--- src/rtl/sysctl_pkg.sv ---
package sysctl_pkg;
    localparam int unsigned PORT_W = 8;

    // Positions inside the status byte; software decodes these.
    localparam int unsigned POS_GATE    = 0;
    localparam int unsigned POS_SPK_EN  = 1;
    localparam int unsigned POS_REFRESH = 4;
    localparam int unsigned POS_CH2_OUT = 5;

    typedef struct packed {
        logic gate;
        logic spk_en;
    } ctrl_t;

    typedef struct packed {
        logic [PORT_W-1:0] data;
    } rd_state_t;
endpackage

--- src/rtl/sysctl_refresh_tick.sv ---
module sysctl_refresh_tick #(
    parameter int unsigned HALF_CYC = 1509
) (
    input  logic clk,
    input  logic rst_n,
    output logic level
);
    localparam int unsigned CNT_W = (HALF_CYC > 1) ? $clog2(HALF_CYC) : 1;
    localparam logic [CNT_W-1:0] LAST = CNT_W'(HALF_CYC - 1);

    typedef struct packed {
        logic [CNT_W-1:0] cnt;
        logic             lvl;
    } tick_t;

    tick_t st_d, st_q;

    always_comb begin
        st_d = st_q;
        if (st_q.cnt == LAST) begin
            st_d.cnt = '0;
            st_d.lvl = ~st_q.lvl;
        end else begin
            st_d.cnt = st_q.cnt + 1'b1;
        end
    end

    always_ff @(posedge clk) begin
        if (!rst_n) st_q <= '0;
        else        st_q <= st_d;
    end

    assign level = st_q.lvl;
endmodule

--- src/rtl/sysctl_ctrl_reg.sv ---
module sysctl_ctrl_reg
    import sysctl_pkg::*;
(
    input  logic  clk,
    input  logic  rst_n,
    input  logic  wr_en,
    input  logic  wr_gate,
    input  logic  wr_spk_en,
    output ctrl_t ctrl
);
    ctrl_t ctrl_d, ctrl_q;

    always_comb begin
        ctrl_d = ctrl_q;
        if (wr_en) begin
            ctrl_d.gate   = wr_gate;
            ctrl_d.spk_en = wr_spk_en;
        end
    end

    always_ff @(posedge clk) begin
        if (!rst_n) ctrl_q <= '0;
        else        ctrl_q <= ctrl_d;
    end

    assign ctrl = ctrl_q;
endmodule

--- src/rtl/sysctl_status_rd.sv ---
module sysctl_status_rd
    import sysctl_pkg::*;
(
    input  logic              clk,
    input  logic              rst_n,
    input  logic              rd_en,
    input  ctrl_t             ctrl,
    input  logic              refresh_lvl,
    input  logic              ch2_out,
    output logic [PORT_W-1:0] rd_data
);
    rd_state_t rd_d, rd_q;
    logic [PORT_W-1:0] word;

    always_comb begin
        word              = '0;
        word[POS_GATE]    = ctrl.gate;
        word[POS_SPK_EN]  = ctrl.spk_en;
        word[POS_REFRESH] = refresh_lvl;
        word[POS_CH2_OUT] = ch2_out;
        rd_d = rd_q;
        if (rd_en) rd_d.data = word;
    end

    always_ff @(posedge clk) begin
        if (!rst_n) rd_q <= '0;
        else        rd_q <= rd_d;
    end

    assign rd_data = rd_q.data;
endmodule

--- src/rtl/sysctl_port.sv ---
module sysctl_port
    import sysctl_pkg::*;
#(
    parameter int unsigned REFRESH_HALF_CYC = 1509
) (
    input  logic              clk,
    input  logic              rst_n,
    input  logic              wr_en,
    input  logic [PORT_W-1:0] wr_data,
    input  logic              rd_en,
    output logic [PORT_W-1:0] rd_data,
    input  logic              ch2_out,
    output logic              ch2_gate,
    output logic              speaker_out
);
    ctrl_t ctrl;
    logic  refresh_lvl;
    logic  wr_data_unused;

    assign wr_data_unused = ^wr_data[PORT_W-1:2];

    sysctl_ctrl_reg u_ctrl (
        .clk       (clk),
        .rst_n     (rst_n),
        .wr_en     (wr_en),
        .wr_gate   (wr_data[POS_GATE]),
        .wr_spk_en (wr_data[POS_SPK_EN]),
        .ctrl      (ctrl)
    );

    sysctl_refresh_tick #(.HALF_CYC(REFRESH_HALF_CYC)) u_tick (
        .clk   (clk),
        .rst_n (rst_n),
        .level (refresh_lvl)
    );

    sysctl_status_rd u_rd (
        .clk         (clk),
        .rst_n       (rst_n),
        .rd_en       (rd_en),
        .ctrl        (ctrl),
        .refresh_lvl (refresh_lvl),
        .ch2_out     (ch2_out),
        .rd_data     (rd_data)
    );

    assign ch2_gate    = ctrl.gate;
    assign speaker_out = ch2_out & ctrl.spk_en;
endmodule

--- config.mk ---
export PLATFORM = sky130hd
export DESIGN_NAME = sysctl_port
export DESIGN_NICKNAME = d
export VERILOG_FILES = /design/src/rtl/sysctl_pkg.sv /design/src/rtl/sysctl_refresh_tick.sv /design/src/rtl/sysctl_ctrl_reg.sv /design/src/rtl/sysctl_status_rd.sv /design/src/rtl/sysctl_port.sv
export SDC_FILE = /design/constraint.sdc
export NUM_CORES = 1
export LEC_CHECK = 0
export BUFFER_PORTS_ARGS = -buffer_cell sky130_fd_sc_hd__buf_2
export CAP_MARGIN = 5
export CORE_MARGIN = 1
export CORE_UTILIZATION = 44
export CTS_CLUSTER_DIAMETER = 200
export DETAILED_ROUTE_END_ITERATION = 16
export PLACE_DENSITY = 0.69
export SETUP_SLACK_MARGIN = 0.05
export SLEW_MARGIN = 40
export SYNTH_ARGS = -nofsm -noshare
export SYNTH_HDL_FRONTEND = slang
export SYNTH_SLANG_ARGS = --single-unit
--- constraint.sdc ---
create_clock -name clk -period 1.45 [get_ports clk]
set_input_delay 0 -clock clk [delete_from_list [all_inputs] [get_ports clk]]
set_output_delay 0 -clock clk [all_outputs]
set_load 0.05 [all_outputs]
* Yosys cells after proc, flatten, opt, wreduce, memory -nomap -nowiden
Cells that the tools add are included.
** Cells by class
- Add/sub/neg operators :: 1
- Equality and inequality tests :: 1
- Bitwise gates (word level) :: 3
- Reduce and logical (&&, ||, !) cells :: 1
** Operators by type and width (number)
- 11-bit by 1-bit adder with 11-bit output (second input constant) :: 1
- 11-bit == test (second input constant) :: 1
- 1-bit inverter :: 2
- 2-bit OR reduction :: 1
- 1-bit AND :: 1
** Word-level totals
- Register bits :: 18

* Longest topological paths before layout
Gate-level depths: netlist of the first run.
- Depth in word-level cells :: 2
- Depth in mapped cells :: 5

* Cells and area by module
Synthesis of the first run repeated with hierarchy kept, for this count alone.
** Unflattened totals
- Cells, all modules :: 84
- Area, all modules :: 810.8 sq um
** Modules (own cells, without submodules)
- sysctl_refresh_tick :: times used 1, cells an instance 59, area an instance 541.8 sq um
- sysctl_status_rd :: times used 1, cells an instance 18, area an instance 190.2 sq um
- sysctl_ctrl_reg :: times used 1, cells an instance 6, area an instance 72.6 sq um
- sysctl_port :: times used 1, cells an instance 1, area an instance 6.3 sq um

* Least setup slack after synthesis of the first run
Ideal clock, no wire load.
- Path type :: register to register
- From :: register u_tick.st_q[1] in the netlist's numbering
- To :: register u_tick.st_q[11] in the netlist's numbering
- Library setup time :: 70 ps
- Arrival time :: 1336 ps
- Required time :: 1380 ps
- Path slack :: 44 ps
- Cell stages (with the launch flop) :: 5
- Buffers on the path :: 0
- Cell sequence :: dfxtp_1 > ha_1 > nand4_1 > or4_1 > a21oi_1
** On the way
- Longest elaborated chain between the ends :: 2
- Elaborated cells on any way between the ends :: 3
- Classes of those cells :: add/sub: 1; eq/ne: 1; reduce/logical: 1
** RTL lines
- start, declared :: RTL line sysctl_refresh_tick.sv:16 : tick_t st_d, st_q;
- start signal, assigned :: RTL line sysctl_refresh_tick.sv:30 : else st_q <= st_d;
- parallel branches: the longest is 2 deep, another holds 11-bit by 1-bit adder with 11-bit output
Several ways; the timed one is not identified.
A chain may end at the register's enable or synchronous reset.

* Worst setup path in the final report of the first run
Ends and elaborated chain as after synthesis.

==> impl_metrics.yaml, run 1 <==
clock_tree:
  cts.path.max_buffers: 2
  tritoncts: "yes"
  htreeDepth: 1
  clock_sinks: 18
  cts_root_buf: "clkbuf_4"
  clk_pin_slew_worst_paths_ps: 90
  numCtsBuffers: 3
  clkLatencyLatePin_ps: 280
synthesis:
  synth_area_sq_um: 781
  ys_warn_count: 0
  ys_seq_area_frac: 0.462
  synth.avg_cell_area_sq_um: 9.19
  synth_cells: 85
  synth-seq-cells: 18
  synth_cell_type_count: 25
placement:
  io_buffers: 12
  dp_slack_ps: 82.8
  placed_area_sq_um: 863
  hpwlAfterDp_mm: 1.04
  gp_congestion: 0.658
floorplanning:
  dieHeight_microns: 44.1
  coreArea_sq_um: 1580
  rows: 14
  ios: 23
  initial_utilization: 0.495
  dieArea_sq_um: 1950
  die_w_microns: 44.1
grt:
  grt_overflow: 0
  antenna_found_initial: 0
  gr-usage-all-layers: 0.162
  grt_pass1_wl_mm: 2.30
  grt_max_degree: 11
  grt_pass1_vias: 562
cells_and_area:
  area_growth_pct: 21.6
  n_fill_cell: 143
  seqCellArea_sq_um: 364
  drive_gt1_frac: 0.215
  design_area_sq_um: 950
  diodes: 0
  multi_input_area_sq_um: 382
  finalNetCount: 124
worst_hold_path:
  min_path_type: "in -> reg"
  hp-start: "rd_en"
timing:
  grt_setup_unrepaired: "yes"
  finalCriticalPeriod_ps: 1340
  setup_viol: 0
  hold_viol_final: 0
  period_share: 0.925
  finClkSkew_ps: 1.53
  setup_ws_ps: 108
  tns_ps: 0
  drv_slew: 0
  fmax_mhz: 745
drt:
  via_count: 652
  drtIter0Drc: 6
  routedWlPerCell_microns: 11.4
  drc: 0
  ant_nets: 0
  vias_per_cell: 5.30
  dr.pass1.iters: 5
  wirelength_mm: 1.40
setup_path:
  worstSetupStartpoint: "u_tick.st_q[1]"
  r2r-start: "u_tick.st_q[1]"
  cp-end-kind: "register"
  crit_required_ps: 1670
  r2r-end: "u_tick.st_q[11]"
  crit_type: "reg -> reg"
  cp_max_fo: 4
  rrSetupSlack_ps: 110
  max_stage_delay_ps: 470
  crit_end: "u_tick.st_q[11]"
  path_cells: "ha_2, nand4_1, or4_1, a21oi_1"
  slowest_stage: "or4_1"
  rr_worst_depth: 4
  cp-start-kind: "register"
  cp.arrival_ps: 1570
run_status:
  status: "finished clean"
power:
  p_leak_nw: 0.388
  p_sw_mw: 0.237
  p_comb_frac: 0.142
  vdd_drop_max_mv: 0.685
  power_mw: 0.888
  internal-power_mw: 0.651
  power_frac_seq: 0.588
  power.clock.fraction: 0.270
  powerDensity_nw_per_um2: 935
  switching_share: 0.267
run:
  cap_violations: 0
[registers in the layout, summed over array words and instances (netlist names)]
name / count
u_ctrl.ctrl: 2
u_tick.level: 1
u_tick.st_q: 11
u_rd.rd_data: 4
[what timing repair did]
action	4_1_cts	5_1_grt
hold endpoints to repair	4	0
endpoints found under the setup margin	1	5
gates cloned	0	0
hold buffers	6	0
setup buffers	0	0
gates resized for setup	1	2
[per-stage QoR]
stage / utilization / cells / hold slack, ps
3_5_place_dp: 0.548 / 114 / 250
5_1_grt: 0.602 / 123 / 66.2
3_3_place_gp: 0.548 / 114 / 239
4_1_cts: 0.601 / 123 / 42.7
2_1_floorplan: - / 88 / 118
6_report: 0.602 / 123 / 48.1
[worst max-delay path, delay by kind of cell (launching register included)]
family          cells  cell delay, ps
simple gates        2             560
fa+ha+maj           1             200
flops               1             360
compound gates      1             150
[power by group through the flow]
stage	logic, mW	clock network [mW]	registers [mW]
2_1_floorplan	0.0740	0	0.548
3_3_place_gp	0.109	0	0.531
5_1_grt	0.136	0.269	0.525
4_1_cts	0.127	0.254	0.522
3_5_place_dp	0.113	0	0.532
6_report	0.126	0.240	0.522
[placed cells by master (no fill, tap or decap)]
cell / instances
o31ai_1: 3
nand4bb_1: 1
nor4_1: 1
and2_1: 1
nor2_1: 11
xor2_1: 2
or4_1: 3
buf_4: 3
nand3_1: 4
o21a_1: 1
o31a_1: 1
nand2_1: 3
o21ai_0: 3
mux2i_1: 6
dfxtp_1: 15
nand2b_1: 1
nand4_1: 2
ha_1: 1
or3_1: 3
dlygate4sd3_1: 6
clkbuf_4: 3
ha_2: 1
o31ai_2: 1
buf_2: 12
conb_1: 4
xnor2_1: 1
inv_1: 5
dfxtp_2: 3
a21oi_1: 6
[synthesized netlist by cell type, drive strengths merged]
cell | number | share of area
a21oi | 6 | 0.038
and2 | 1 | 0.0080
buf | 4 | 0.038
clkbuf | 1 | 0.0048
conb | 1 | 0.0048
dfxtp | 18 | 0.46
ha | 2 | 0.032
inv | 5 | 0.024
mux2i | 6 | 0.077
nand2 | 3 | 0.014
nand2b | 1 | 0.0080
nand3 | 4 | 0.026
nand4 | 2 | 0.016
nand4bb | 1 | 0.014
nor2 | 11 | 0.053
nor4 | 1 | 0.0080
o21a | 1 | 0.0096
o21ai | 3 | 0.019
o31a | 1 | 0.011
o31ai | 4 | 0.045
or3 | 3 | 0.024
or4 | 3 | 0.029
xnor2 | 1 | 0.011
xor2 | 2 | 0.022
[area by class of cell]
cell class	instances	area share
multi-input cells	60	0.402
flip-flops and latches	18	0.383
repair buffers	21	0.150
clock buffers	3	0.0237
well taps	16	0.0211
inverters	5	0.0198
[worst min-delay path by stage]
stage,endpoint,slack [ps],cells past startpoint
floorplan,u_tick.level,120,1
global placement,u_ctrl.ctrl[1],240,3
detailed placement,u_ctrl.ctrl[0],250,3
CTS,u_rd.rd_data[0],40,3
global route,u_rd.rd_data[4],70,3
finish,u_rd.rd_data[0],50,3
[cell families (layout without fill, tap and decap cells)]
kind of cell,after synthesis,in the layout,synth area share
compound gates,15,15,0.123
simple gates,30,30,0.200
fa+ha+maj,2,2,0.0320
other cells,1,4,0.00480
flops,18,18,0.462
buf+inv,10,29,0.0673
mux,6,6,0.0769
xor+xnor,3,3,0.0337
[per-layer routing]
layer,vias up,part of all wire,GRT usage
li1,336,-,-
met1,298,0.48,0.194
met2,13,0.48,0.276
met3,5,0.024,0.0245
met4,0,0.019,0.0909
met5,-,0,0
(Power assumes the default switching activity.)
==> run 2, diff against run 1 <==
Settings changed: CAP_MARGIN 5 to 25, PLACE_DENSITY 0.69 to 0.73.
==> impl_metrics.yaml, run 2 (synthesis gave the netlist of run 1 again) <==
drt:
  routedWlPerCell_microns: 12.1
  drtIter0Drc: 14
  drc: 0
  ant_nets: 0
  vias_per_cell: 5.39
  wirelength_mm: 1.50
  via_count: 668
  dr.pass1.iters: 6
grt:
  antenna_found_initial: 0
  grt_overflow: 0
  grt_max_degree: 11
  gr-usage-all-layers: 0.170
  grt_pass1_wl_mm: 2.36
  grt_pass1_vias: 578
timing:
  setup_viol: 0
  timing.hold.ws_ps: -4.40
  grt_setup_unrepaired: "yes"
  tns_ps: 0
  hold_viol_final: 1
  finClkSkew_ps: 4.10
  drv_slew: 0
  period_share: 0.938
  finalCriticalPeriod_ps: 1360
  fmax_mhz: 735
clock_tree:
  cts_root_buf: "clkbuf_4"
  cts.path.max_buffers: 2
  numCtsBuffers: 3
  clk_pin_slew_worst_paths_ps: 100
  htreeDepth: 1
  tritoncts: "yes"
  clock_sinks: 18
  clkLatencyLatePin_ps: 290
placement:
  io_buffers: 12
  gp_congestion: 0.738
  hpwlAfterDp_microns: 977
floorplanning:
  initial_utilization: 0.495
  coreArea_sq_um: 1580
  rows: 14
  dieArea_sq_um: 1950
  ios: 23
  dieHeight_microns: 44.1
  die_w_microns: 44.1
cells_and_area:
  regMostFlops: "u_tick.st_q"
  finalNetCount: 125
  final_cell_mix: "dfxtp_1, buf_2, nor2_1"
  fin_util: 0.627
  largest_reg_flops: 11
  area_growth_pct: 26.6
  final_common_cell: "dfxtp_1"
  drive_gt1_frac: 0.287
  diodes: 0
setup_path:
  rrSetupSlack_ps: 90
  crit_type: "reg -> reg"
  max_stage_delay_ps: 330
  crit_required_ps: 1640
  r2r-start: "u_tick.st_q[1]"
  cp_max_fo: 4
  rr_worst_depth: 6
  critical_path_buf_inv_count: 2
  cp-end-kind: "register"
  cp-start-kind: "register"
  slowest_stage: "dfxtp_2"
  r2r-end: "u_tick.level"
  cp.arrival_ps: 1550
  path_cells: "buf_4, inv_1, ha_2, nand2b_4, o31a_1, o21a_1"
  cpLargestDelayFamily: "compound AO/OA/AOI/OAI gates"
power:
  vdd_drop_max_mv: 0.607
  p_leak_nw: 0.395
  powerDensity_nw_per_um2: 918
run_status:
  status: "complete, but fails checks"
  violations: "negative hold slack"
worst_hold_path:
  whs_endpoint: "u_ctrl.ctrl[0]"
  hp-start: "wr_en"
  holdPathStages: 3
  min_path_type: "in -> reg"
run:
  cap_violations: 0
[run 2: metrics by stage]
| step | instance area (sq um) | setup slack, ps | instances | total power, mW |
|---|---|---|---|---|
| finish | 988 | 89.6 | 124 | 0.907 |
| global placement | 863 | 81.6 | 114 | 0.640 |
| CTS | 937 | 73.2 | 122 | 0.895 |
| global route | 988 | 17.5 | 124 | 0.944 |
| floorplan | 795 | 66.0 | 88 | 0.622 |
| detailed placement | 863 | 55.5 | 114 | 0.643 |
[run 2: worst max path at each step]
stage	from	endpoint	slack, ps	cells after the start
after floorplan	u_tick.st_q[1]	u_tick.st_q[11]	70	4
after global placement	u_tick.st_q[2]	u_tick.st_q[11]	80	4
after detailed placement	u_tick.st_q[2]	u_tick.st_q[11]	60	4
after CTS	u_tick.st_q[2]	u_tick.st_q[11]	70	4
after global routing	u_tick.st_q[1]	u_tick.level	20	7
final	u_tick.st_q[1]	u_tick.level	90	6
[run 2: timing repair]
action	4_1_cts	5_1_grt
hold buffers	5	0
buffers inserted	0	1
endpoints found under the setup margin	1	12
endpoints found under the hold margin	4	0
gates cloned	0	1
pin swaps	0	2
resized for setup	1	10
[run 2: final cells by class]
type	instances	area [sq um]
clock buffer	3	22.5
inverter	5	18.8
multi-input combinational	60	417
sequential	18	365
timing repair buffer	22	145
fill	149	588
tap	16	20.0
[run 2: worst min-delay path: stages]
cell	delay (ps)
buf_2	100
mux2i_1	70
nor2_1	80
[run 2: per-layer routing]
metal	share of wire	GRT usage	up-vias
li1	-	-	339
met1	0.44	0.165	310
met2	0.50	0.318	15
met3	0.037	0.0367	4
met4	0.017	0.109	0
met5	0	0	-
[run 2: power by group]
| group | leakage, nW | switching (mW) | internal [mW] |
|---|---|---|---|
| Clock | 0.0138 | 0.148 | 0.0968 |
| Combinational | 0.233 | 0.0882 | 0.0528 |
| Sequential | 0.148 | 0.0120 | 0.509 |
